`src/rtl/csrb_pkg.sv`:
```
package csrb_pkg;

  localparam int DATA_W = 64;
  localparam int MMEN_BIT = 62;
  localparam int MMIO_IDX_OFS = 10;

  localparam logic [DATA_W-1:0] BASE_MASK = 64'h0003_ffff_fff0_0000;
  localparam logic [DATA_W-1:0] SEC_MASK  = 64'h0003_ffff_0000_0000;

  localparam logic [7:0] IDX_FAULT     = 8'h00;
  localparam logic [7:0] IDX_FAULT_AND = 8'h01;
  localparam logic [7:0] IDX_FAULT_OR  = 8'h02;
  localparam logic [7:0] IDX_BASE      = 8'h0a;
  localparam logic [7:0] IDX_SEC       = 8'h0b;
  localparam logic [7:0] IDX_CTRL      = 8'h0e;
  localparam logic [7:0] IDX_CTRL_SET  = 8'h12;
  localparam logic [7:0] IDX_CTRL_CLR  = 8'h13;
  localparam logic [7:0] IDX_STAT      = 8'h15;

  typedef enum logic [2:0] {
    SEL_ONES,
    SEL_FAULT,
    SEL_BASE,
    SEL_SEC,
    SEL_CTRL,
    SEL_STAT
  } rd_sel_e;

  typedef struct packed {
    logic    wrFault;
    logic    andFault;
    logic    orFault;
    logic    wrCtrl;
    logic    setCtrl;
    logic    clrCtrl;
    logic    wrBase;
    logic    wrSec;
    logic    rdEn;
    rd_sel_e rdSel;
    logic    reject;
    logic    unimp;
  } csrb_strobe_t;

endpackage

```
`src/rtl/csrb_decode.sv`:
```
module csrb_decode
  import csrb_pkg::*;
#(
  parameter int ADDR_W = 8,
  localparam int IDX_W = ADDR_W - 2
) (
  input  logic              clk,
  input  logic              rstN,
  input  logic              accValid,
  input  logic              accWrite,
  input  logic              accFromMmio,
  input  logic [ADDR_W-1:0] accAddr,
  output csrb_strobe_t      stb
);

  logic [IDX_W-1:0] rawIdx;
  logic [IDX_W-1:0] idx;

  // both ports land in one index space
  assign rawIdx = {1'b0, accAddr[ADDR_W-1:3]};
  assign idx    = accFromMmio ? rawIdx + IDX_W'(MMIO_IDX_OFS) : rawIdx;

  always_comb begin
    stb       = '0;
    stb.rdSel = SEL_ONES;
    if (accValid) begin
      if (accWrite) begin
        case (idx)
          IDX_W'(IDX_FAULT):     stb.wrFault  = 1'b1;
          IDX_W'(IDX_FAULT_AND): stb.andFault = 1'b1;
          IDX_W'(IDX_FAULT_OR):  stb.orFault  = 1'b1;
          IDX_W'(IDX_CTRL):      stb.wrCtrl   = 1'b1;
          IDX_W'(IDX_CTRL_SET):  stb.setCtrl  = 1'b1;
          IDX_W'(IDX_CTRL_CLR):  stb.clrCtrl  = 1'b1;
          IDX_W'(IDX_SEC):       stb.wrSec    = 1'b1;
          IDX_W'(IDX_BASE): begin
            if (accFromMmio) stb.reject = 1'b1;
            else             stb.wrBase = 1'b1;
          end
          IDX_W'(IDX_STAT):      stb.reject   = 1'b1;
          default:               stb.unimp    = 1'b1;
        endcase
      end else begin
        stb.rdEn = 1'b1;
        case (idx)
          IDX_W'(IDX_FAULT): stb.rdSel = SEL_FAULT;
          IDX_W'(IDX_BASE):  stb.rdSel = SEL_BASE;
          IDX_W'(IDX_SEC):   stb.rdSel = SEL_SEC;
          IDX_W'(IDX_CTRL):  stb.rdSel = SEL_CTRL;
          IDX_W'(IDX_STAT):  stb.rdSel = SEL_STAT;
          default:           stb.unimp = 1'b1;
        endcase
      end
    end
  end

  // at most one update action per access
  p_single_action_r2: assert property (@(posedge clk) disable iff (!rstN)
    $onehot0({stb.wrFault, stb.andFault, stb.orFault, stb.wrCtrl, stb.setCtrl,
              stb.clrCtrl, stb.wrBase, stb.wrSec, stb.reject, stb.unimp, stb.rdEn && !stb.unimp}));

  // the memory-mapped port never reaches the base write strobe
  p_mmio_no_base_r4: assert property (@(posedge clk) disable iff (!rstN)
    (accValid && accFromMmio) |-> !stb.wrBase);

  // idle cycles produce no strobe
  p_idle_quiet_r11: assert property (@(posedge clk) disable iff (!rstN)
    !accValid |-> (stb == csrb_strobe_t'(0)));

endmodule

```
`src/rtl/csrb_regs.sv`:
```
module csrb_regs
  import csrb_pkg::*;
#(
  parameter logic [DATA_W-1:0] BASE_DEFAULT = 64'h0000_0000_8000_0000
) (
  input  logic              clk,
  input  logic              rstN,
  input  csrb_strobe_t      stb,
  input  logic [DATA_W-1:0] wdata,
  input  logic [DATA_W-1:0] statusIn,
  output logic              rdValid,
  output logic [DATA_W-1:0] rdData,
  output logic              rejectFlag,
  output logic              unimpFlag,
  output logic              mmEnChange,
  output logic              baseValid,
  output logic [DATA_W-1:0] baseAddr
);

  localparam logic [DATA_W-1:0] BASE_KEEP = BASE_MASK | DATA_W'(1);
  localparam logic [DATA_W-1:0] BASE_RST  = (BASE_DEFAULT & BASE_MASK) | DATA_W'(1);

  logic [DATA_W-1:0] faultReg, ctrlReg, baseReg, secReg, statReg;
  logic [DATA_W-1:0] faultNext, ctrlNext, rdMux;

  always_comb begin
    faultNext = faultReg;
    if (stb.wrFault)       faultNext = wdata;
    else if (stb.andFault) faultNext = faultReg & wdata;
    else if (stb.orFault)  faultNext = faultReg | wdata;
  end

  always_comb begin
    ctrlNext = ctrlReg;
    if (stb.wrCtrl)       ctrlNext = wdata;
    else if (stb.setCtrl) ctrlNext = ctrlReg | wdata;
    else if (stb.clrCtrl) ctrlNext = ctrlReg & ~wdata;
  end

  always_comb begin
    case (stb.rdSel)
      SEL_FAULT: rdMux = faultReg;
      SEL_BASE:  rdMux = baseReg;
      SEL_SEC:   rdMux = secReg;
      SEL_CTRL:  rdMux = ctrlReg;
      SEL_STAT:  rdMux = statReg;
      default:   rdMux = '1;
    endcase
  end

  always_ff @(posedge clk) begin
    if (!rstN) begin
      faultReg   <= '0;
      ctrlReg    <= '0;
      baseReg    <= BASE_RST;
      secReg     <= '0;
      statReg    <= '0;
      rdValid    <= 1'b0;
      rdData     <= '0;
      rejectFlag <= 1'b0;
      unimpFlag  <= 1'b0;
      mmEnChange <= 1'b0;
    end else begin
      faultReg   <= faultNext;
      ctrlReg    <= ctrlNext;
      statReg    <= statusIn;
      if (stb.wrBase) baseReg <= wdata & BASE_KEEP;
      if (stb.wrSec)  secReg  <= wdata & SEC_MASK;
      mmEnChange <= ctrlNext[MMEN_BIT] ^ ctrlReg[MMEN_BIT];
      rdValid    <= stb.rdEn;
      rdData     <= stb.rdEn ? rdMux : '0;
      rejectFlag <= stb.reject;
      unimpFlag  <= stb.unimp;
    end
  end

  assign baseValid = baseReg[0];
  assign baseAddr  = baseReg & BASE_MASK;

  p_base_masked_r4: assert property (@(posedge clk) disable iff (!rstN)
    (baseReg & ~BASE_KEEP) == '0);

  p_reject_keeps_base_r4: assert property (@(posedge clk) disable iff (!rstN)
    stb.reject |=> $stable(baseReg));

  p_sec_masked_r5: assert property (@(posedge clk) disable iff (!rstN)
    (secReg & ~SEC_MASK) == '0);

  p_unimp_ones_r7: assert property (@(posedge clk) disable iff (!rstN)
    (unimpFlag && rdValid) |-> (rdData == '1));

  p_flags_apart_r7: assert property (@(posedge clk) disable iff (!rstN)
    !(rejectFlag && unimpFlag));

  p_notify_on_flip_r9: assert property (@(posedge clk) disable iff (!rstN)
    mmEnChange |-> (ctrlReg[MMEN_BIT] != $past(ctrlReg[MMEN_BIT])));

  p_write_no_rdvalid_r11: assert property (@(posedge clk) disable iff (!rstN)
    !stb.rdEn |=> !rdValid);

endmodule

```
`src/rtl/dualport_csr_bank.sv`:
```
module dualport_csr_bank
  import csrb_pkg::*;
#(
  parameter int ADDR_W = 8,
  parameter logic [63:0] BASE_DEFAULT = 64'h0000_0000_8000_0000
) (
  input  logic              clk,
  input  logic              rstN,
  input  logic              accValid,
  input  logic              accWrite,
  input  logic              accFromMmio,
  input  logic [ADDR_W-1:0] accAddr,
  input  logic [63:0]       accWdata,
  input  logic [63:0]       statusIn,
  output logic              rdValid,
  output logic [63:0]       rdData,
  output logic              rejectFlag,
  output logic              unimpFlag,
  output logic              mmEnChange,
  output logic              baseValid,
  output logic [63:0]       baseAddr
);

  csrb_strobe_t stb;

  csrb_decode #(.ADDR_W(ADDR_W)) uDecode (
    .clk         (clk),
    .rstN        (rstN),
    .accValid    (accValid),
    .accWrite    (accWrite),
    .accFromMmio (accFromMmio),
    .accAddr     (accAddr),
    .stb         (stb)
  );

  csrb_regs #(.BASE_DEFAULT(BASE_DEFAULT)) uRegs (
    .clk        (clk),
    .rstN       (rstN),
    .stb        (stb),
    .wdata      (accWdata),
    .statusIn   (statusIn),
    .rdValid    (rdValid),
    .rdData     (rdData),
    .rejectFlag (rejectFlag),
    .unimpFlag  (unimpFlag),
    .mmEnChange (mmEnChange),
    .baseValid  (baseValid),
    .baseAddr   (baseAddr)
  );

  // the base outputs never show a bit outside the legal field
  p_base_addr_field_r10: assert property (@(posedge clk) disable iff (!rstN)
    (baseAddr & ~BASE_MASK) == '0);

endmodule

```
`config.mk`:
```
export PLATFORM = sky130hd
export DESIGN_NAME = dualport_csr_bank
export DESIGN_NICKNAME = d
export VERILOG_FILES = /design/src/rtl/csrb_pkg.sv /design/src/rtl/csrb_decode.sv /design/src/rtl/csrb_regs.sv /design/src/rtl/dualport_csr_bank.sv
export SDC_FILE = /design/constraint.sdc
export NUM_CORES = 1
export LEC_CHECK = 0
export BUFFER_PORTS_ARGS = -buffer_cell sky130_fd_sc_hd__clkbuf_2
export CELL_PAD_IN_SITES_DETAIL_PLACEMENT = 1
export CELL_PAD_IN_SITES_GLOBAL_PLACEMENT = 1
export CORE_MARGIN = 5
export CORE_UTILIZATION = 41
export DETAILED_ROUTE_END_ITERATION = 10
export PLACE_DENSITY = 0.83
export SETUP_SLACK_MARGIN = 0.02
export SLEW_MARGIN = 5
export SYNTH_ARGS = -nofsm -noshare
export SYNTH_HDL_FRONTEND = slang
export SYNTH_SLANG_ARGS = --single-unit
export TNS_END_PERCENT = 30
```
`constraint.sdc`:
```
create_clock -name clk -period 3.4 [get_ports clk]
set_input_delay 0.34 -clock clk [delete_from_list [all_inputs] [get_ports clk]]
set_output_delay 0.34 -clock clk [all_outputs]
set_load 0.005 [all_outputs]
```
==> results of run 1 <==
[worst max-delay path by stage]
stage	slack [ns]	from	cells past startpoint	to
after detailed placement	0.29	accAddr[5]	7	uRegs.ctrlReg[50]
after global placement	0.36	accAddr[5]	7	uRegs.ctrlReg[10]
final	0.81	accAddr[5]	7	uRegs.ctrlReg[51]
after global routing	0.65	accAddr[5]	9	uRegs.ctrlReg[2]
after CTS	0.82	accAddr[5]	7	uRegs.ctrlReg[51]
after floorplan	0.92	accAddr[4]	8	uRegs.rdData[10]
[state kept, by name, summed over array words and instances (netlist names), 18 cells and up]
signal / flops
uRegs.ctrlReg: 64
uRegs.faultReg: 64
uRegs.rdData: 64
uRegs.statReg: 64
uRegs.baseReg: 31
uRegs.secReg: 18
[routing by layer]
metal | up-vias | track usage, %
met5 | - | 0
met4 | 2 | 6.17
met3 | 74 | 3.97
met2 | 343 | 40.5
met1 | 5420 | 28.9
li1 | 5108 | -
[power by group through the flow]
stage	combinational, mW	sequential (mW)	clock, mW
global placement	0.621	3.92	0
detailed placement	0.647	3.93	0
CTS	0.652	3.85	3.71
floorplan	0.384	3.90	0
global route	0.712	3.86	3.86
finish	0.649	3.85	3.64
[cell type report]
type,instances,area [µm²],area share [%]
clock buffers,53,1020,6.81
clock inverters,8,80.1,0.532
inverters,4,15.0,0.0998
multi-input cells,884,5790,38.5
flip-flops and latches,309,6190,41.1
well taps,396,495,3.29
repair buffers,268,1450,9.63
[kinds of logic after synthesis]
family	count (synthesis)	synth area share, %
adders and majority gates	1	0.0997
DFF	309	49.3
buffers and inverters	149	6.16
other	1	0.0299
and+or+nand+nor	388	14.9
muxes	65	5.51
xor gates and xnor gates	4	0.279
AOI/OAI and AO/OA	392	23.8
[critical path, delay by kind of cell]
family / cells / cell delay [ns]
buf+inv: 2 / 0.75
fa+ha+maj: 1 / 0.39
simple gates: 1 / 0.14
compound gates: 2 / 1.13
mux: 1 / 0.27
[through the flow]
stage / hold slack, ns / std cells
3_5_place_dp: 0.448 / 1861
3_3_place_gp: 0.441 / 1861
4_1_cts: 0.0110 / 1922
5_1_grt: 0.0159 / 1922
2_1_floorplan: 0.435 / 1342
6_report: 0.0304 / 1922
[cell usage in the layout (no fill, tap or decap), types with 3 or more instances in the layout]
cell type	count
nor3b_1	32
a22oi_1	64
and2_1	67
a21oi_4	3
clkbuf_16	36
a31oi_1	63
mux2_2	31
a22o_1	31
o21ai_0	66
nand2b_1	4
and3_1	3
a221o_1	50
nor2_1	108
clkbuf_8	6
clkbuf_1	11
dfxtp_1	309
nand3_1	5
clkinv_2	5
a21oi_1	34
buf_4	31
a32o_1	64
nand2_1	145
mux2i_1	32
inv_1	3
clkbuf_2	235
a211o_1	3
conb_1	34
==> metrics.cfg, run 1 <==
[worst_setup_path]
regToRegSetupSlack_ns = 2.15
r2r-end = uRegs.rdData[48]
worstPathMaxFanout = 35
cp-start-kind = primary input
cp_slowest_cell = a21oi_4
worstSetupPathType = primary input to flip-flop
worstPathArrival_ns = 3.03
cp_slowest_stage_delay_ns = 0.87
r2r-start = uRegs.baseReg[48]
ff2ff_path_depth = 4
crit_path_end_kind = flip-flop
cp.required_ns = 3.84
path_cells = clkbuf_2, ha_1, mux2i_1, nor4_1, a21oi_4, buf_4, a32o_1

[yosys]
synthArstFlopShare_pct = 0
synth_ff_type = dfxtp_1
syn-cell-area_um2 = 12600
synth_warnings = 0
synth_area_leader_cell = dfxtp_1
synth.most_common_cell = dfxtp_1
synth_cell_types = 56
syn_area_per_cell_um2 = 9.59
netlist_instances = 1309
synth_seq_cells = 309
synth_top_area_share_pct = 49.3
synth_edf_count = 0
synth_seq_area_share_pct = 49.3
synth.area.top_cells = dfxtp_1 49%, a32o_1 5.1%, nand2_1 4.4%
synth_common_cells = 309 x dfxtp_1, 146 x nand2_1, 109 x nor2_1

[final_layout]
finalCoreUtilization_pct = 49.4
fillCellCount = 3513
post-route-cell-area_um2 = 15000
final_nets = 1645
synthToLayoutAreaGrowth_pct = 19.8
diodes = 0
drive_gt1_share_pct = 24.2

[power_and_ir_drop]
p_leak_nw = 5.95
power_mw = 8.14
pwr-share-comb_pct = 8.0
p_int_mw = 6.19
clkPwrFrac_pct = 44.7
sw_frac_of_total_pct = 24.0
powerDensity_nw_per_um2 = 541
p_sw_mw = 1.95
seq_power_share_pct = 47.3
max-vdd-ir-drop_uv = 353

[timing]
worst_pin_slew_ns = 1.07
fmax_mhz = 386
fin_ws_ns = 0.811
timing.final.crit_share_pct = 76.1
setup_tns_ns = 0
finClkSkew_ns = 0.0258
slew_headroom_pct = 28.7
rsz0062_at_grt = no
finalHoldViolCount = 0
slew_violations = 0
setup_viol = 0
post-route-min-period_ns = 2.59

[placement]
dpl_worst_slack_ns = 0.292
gp_congestion = 0.835
port-buffer-count = 236
place_hpwl_um = 25800
dpl_cell_area_um2 = 13900

[routing]
top_layer_used = met5
final_antenna_net_count = 0
route.met2.wl_um = 20200
vias_per_cell = 5.70
drtIter0Drc = 667
wl_met1_um = 17500
dr_wl_met3_um = 2440
drt_wl_total_um = 41200
num_vias = 10900
drc = 0
wl_per_cell_um = 21.4
dr.pass1.iters = 5

[floorplan]
start_util_pct = 41.2
dieWidth_um = 185
pin_count = 274
die_h_um = 185
die_area_um2 = 34200
num_rows = 64
core_area_um2 = 30400

[global_routing]
grt_max_degree = 102
grt_pass1_vias = 11600
antenna_found_initial = 1
grt_use_total_pct = 22.9
grt-ovfl-total = 0
grt_first_pass_wirelength_um = 63400

[worst_hold_path]
hold_path_class = primary input to flip-flop
hold_end = uRegs.statReg[42]
worstHoldStart = statusIn[42]
hold_depth = 2

[cts]
cts.path.max_buffers = 3
cts_sinks = 309
cts_buffers = 36
ctsResizeCount = 0
ctsHoldBuffers = 0
cts_tree = built
htreeDepth = 2
clk_pin_slew_ns = 0.05
clock_latency_ns = 0.52
cts-root-buf = clkbuf_16
postCtsSetupBuffers = 0

[run]
maxCapViolations = 0

[outcome]
outcome = finished, final reports clean

(Power assumes the default switching activity.)
==> inputs of run 2 (changes only) <==
Settings changed: ABC_AREA set to 1, CORE_UTILIZATION 41 to 35, PLACE_DENSITY 0.83 to 0.79.
Clock period 3.4 ns to 2.08 ns, I/O delays scaled along.
==> run 2 against run 1 <==
  * Flip-flop and latch count unchanged
  * Synthesized area increased by 5.2%
  * First-iteration DRC count increased by 32%
  * Hold slack improved by 0.060 ns
  * Via count increased by 30%
==> metrics.cfg, run 2 <==
[final_layout]
final_common_cell = nor2_1
synthToLayoutAreaGrowth_pct = 35.8
fillCellCount = 4694  ; +34%
instances_no_fill = 2717  ; +41%
multiInputGateArea_um2 = 5760  ; -0.58%
final_nets = 2320  ; +41%
final-seq-area_um2 = 6190  ; unchanged
drive_gt1_share_pct = 18.8  ; -5.4 points
final_cell_mix = 387 x nor2_1, 309 x dfxtp_1, 235 x clkbuf_2, 201 x nand2_1, 159 x inv_1

[cts]
clock_latency_ns = 0.55  ; +0.03 ns
ctsHoldBuffers = 129  ; +129
cts.path.max_buffers = 3  ; unchanged
cts_buffers = 36  ; unchanged
cts_tree = built
clk_pin_slew_ns = 0.05  ; about the same
cts_sinks = 309  ; unchanged
postCtsSetupBuffers = 0  ; unchanged
ctsResizeCount = 0  ; unchanged
cts-root-buf = clkbuf_16
htreeDepth = 2  ; unchanged

[yosys]
synth.most_common_cell = nor2_1
syn-cell-area_um2 = 13200  ; +5.2%
synth_area_leader_cell = dfxtp_1
synth_warnings = 0  ; unchanged
synth_cell_types = 29  ; -48%
synth.area.top_cells = dfxtp_1 47%, nor2_1 11%, nand2_1 5.8%
netlist_instances = 1813  ; +39%
syn_area_per_cell_um2 = 7.28  ; -24%
synthArstFlopShare_pct = 0  ; unchanged
synth_ff_type = dfxtp_1
synth_seq_cells = 309  ; unchanged
synth_top_area_share_pct = 46.9  ; -2.4 points
synth_common_cells = 389 x nor2_1, 309 x dfxtp_1, 203 x nand2_1
synth_edf_count = 0  ; unchanged
synth_seq_area_share_pct = 46.9  ; -2.4 points

[worst_setup_path]
crit_path_end_kind = flip-flop
worstPathMaxFanout = 13  ; -63%
r2r-start = uRegs.baseReg[46]
cp-start-kind = primary input
worstPathArrival_ns = 2.21  ; -0.82 ns
cp.required_ns = 2.47  ; -1.37 ns
worstSetupPathType = primary input to flip-flop
worstSetupStartpoint = accAddr[4]

[timing]
post-route-min-period_ns = 1.82
fmax_mhz = 550
worst_pin_slew_ns = 0.824  ; -0.242 ns
rsz0062_at_grt = no
slew_violations = 0  ; unchanged
setup_viol = 0  ; unchanged
finalHoldViolCount = 0  ; unchanged
setup_tns_ns = 0  ; unchanged
slew_headroom_pct = 45.0  ; +16 points
finClkSkew_ns = 0.0177  ; -0.00810 ns
timing.final.crit_share_pct = 87.4

[floorplan]
die_h_um = 204  ; +10%
num_rows = 71  ; +11%
die_area_um2 = 41700  ; +22%
core_area_um2 = 37500  ; +23%
start_util_pct = 35.2  ; -6.0 points
pin_count = 274  ; unchanged
dieWidth_um = 204  ; +10%

[routing]
dr.pass1.iters = 5  ; unchanged
wl_per_cell_um = 20.1  ; -6.3%
drc = 0  ; unchanged
final_antenna_net_count = 0  ; unchanged
drtIter0Drc = 878  ; +32%
drt_wl_total_um = 54500  ; +32%
num_vias = 14200  ; +30%
vias_per_cell = 5.23  ; -8.2%

[placement]
place_hpwl_um = 32500  ; +26%
placed_cells = 2522  ; +36%
gp_congestion = 0.863  ; +3.4%
port-buffer-count = 236  ; unchanged

[outcome]
outcome = finished, final reports clean

[global_routing]
met2_usage_pct = 45.6  ; +5.2 points
grt_util_met3_pct = 4.74  ; +0.78 points
met1_usage_pct = 29.6  ; +0.66 points
grt_pass1_vias = 15300  ; +31%
antenna_found_initial = 4  ; +3
grt_first_pass_wirelength_um = 84200  ; +33%
grt-ovfl-total = 0  ; unchanged
grt_use_total_pct = 25.4  ; +2.5 points
grt.busiest_layer = met2
grt_max_degree = 130  ; +27%

[worst_hold_path]
worstHoldStart = accAddr[3]
hold_path_class = primary input to flip-flop

[power_and_ir_drop]
max-vdd-ir-drop_uv = 497  ; +41%
p_int_mw = 10.3  ; +67%
sw_frac_of_total_pct = 25.2  ; +1.2 points
p_leak_nw = 7.87  ; +32%
powerDensity_nw_per_um2 = 771  ; +42%
clkPwrFrac_pct = 45.7  ; +1.0 points
seq_power_share_pct = 44.5  ; -2.8 points
pwr-share-comb_pct = 9.8  ; +1.8 points
p_sw_mw = 3.48  ; +78%

[run]
maxCapViolations = 0  ; unchanged

run 2: worst max-delay path, cell delays in order:
cell and delay (ns):
clkbuf_2 0.09, ha_1 0.28, nand2_1 0.07, nand2_1 0.10, inv_2 0.08, nand3_1 0.11, inv_2 0.13, nand3_1 0.16
nand2_2 0.14, inv_2 0.05, nand2_2 0.13, buf_4 0.22, o21ai_0 0.14, a22oi_1 0.22, nor2_1 0.07
run 2: final timing paths:
check	end	slack, ns	cells past startpoint
min reg2reg	uRegs.secReg[41]	0.46	2
min	uRegs.rejectFlag	0.09	4
max reg2reg	uRegs.rdData[46]	1.10	4
max	uRegs.ctrlReg[58]	0.26	15
run 2: routing by layer:
layer / share of wire (%) / wire, µm
met5: 0 / 0
met4: 3.6 / 1990
met3: 5.9 / 3200
met2: 51 / 27700
met1: 40 / 21600
run 2: metrics by stage:
stage               hold slack [ns]  instance area [µm²]  setup WS (ns)  util, %  power (mW)
finish                       0.0903                17900          0.261     47.8        13.8
global route                 0.0824                17900          0.118     47.8        14.3
CTS                          0.0736                17900          0.309     47.8        13.9
detailed placement            0.398                15500         -0.217     41.2        7.38
global placement              0.393                15500         -0.177     41.2        7.35
floorplan                     0.306                13300          0.250        -        6.81
run 2: area by class of cell:
type                            count  area share (%)
Timing Repair Buffer              453            19.7
Clock buffer                       52            5.97
Sequential cell                   309            34.5
Tap cell                          511            3.57
Clock inverter                     10           0.530
Inverter                          171            3.59
Multi-Input combinational cell   1207            32.1
Antenna cell                        4          0.0558
run 2: power groups by stage:
stage	logic [mW]	clock network, mW	registers [mW]
after floorplan	0.551	0	6.25
after global placement	1.08	0	6.27
after detailed placement	1.11	0	6.27
after CTS	1.32	6.44	6.14
after global routing	1.46	6.69	6.15
final	1.35	6.32	6.15
run 2: kinds of logic after synthesis:
family | synth area share [%]
flip-flops | 46.9
buffers and inverters | 10.9
AND/OR/NAND/NOR | 26.7
AO/OA/AOI/OAI | 15.4
adder cells (fa/ha/maj) | 0.0948
other | 0.0284
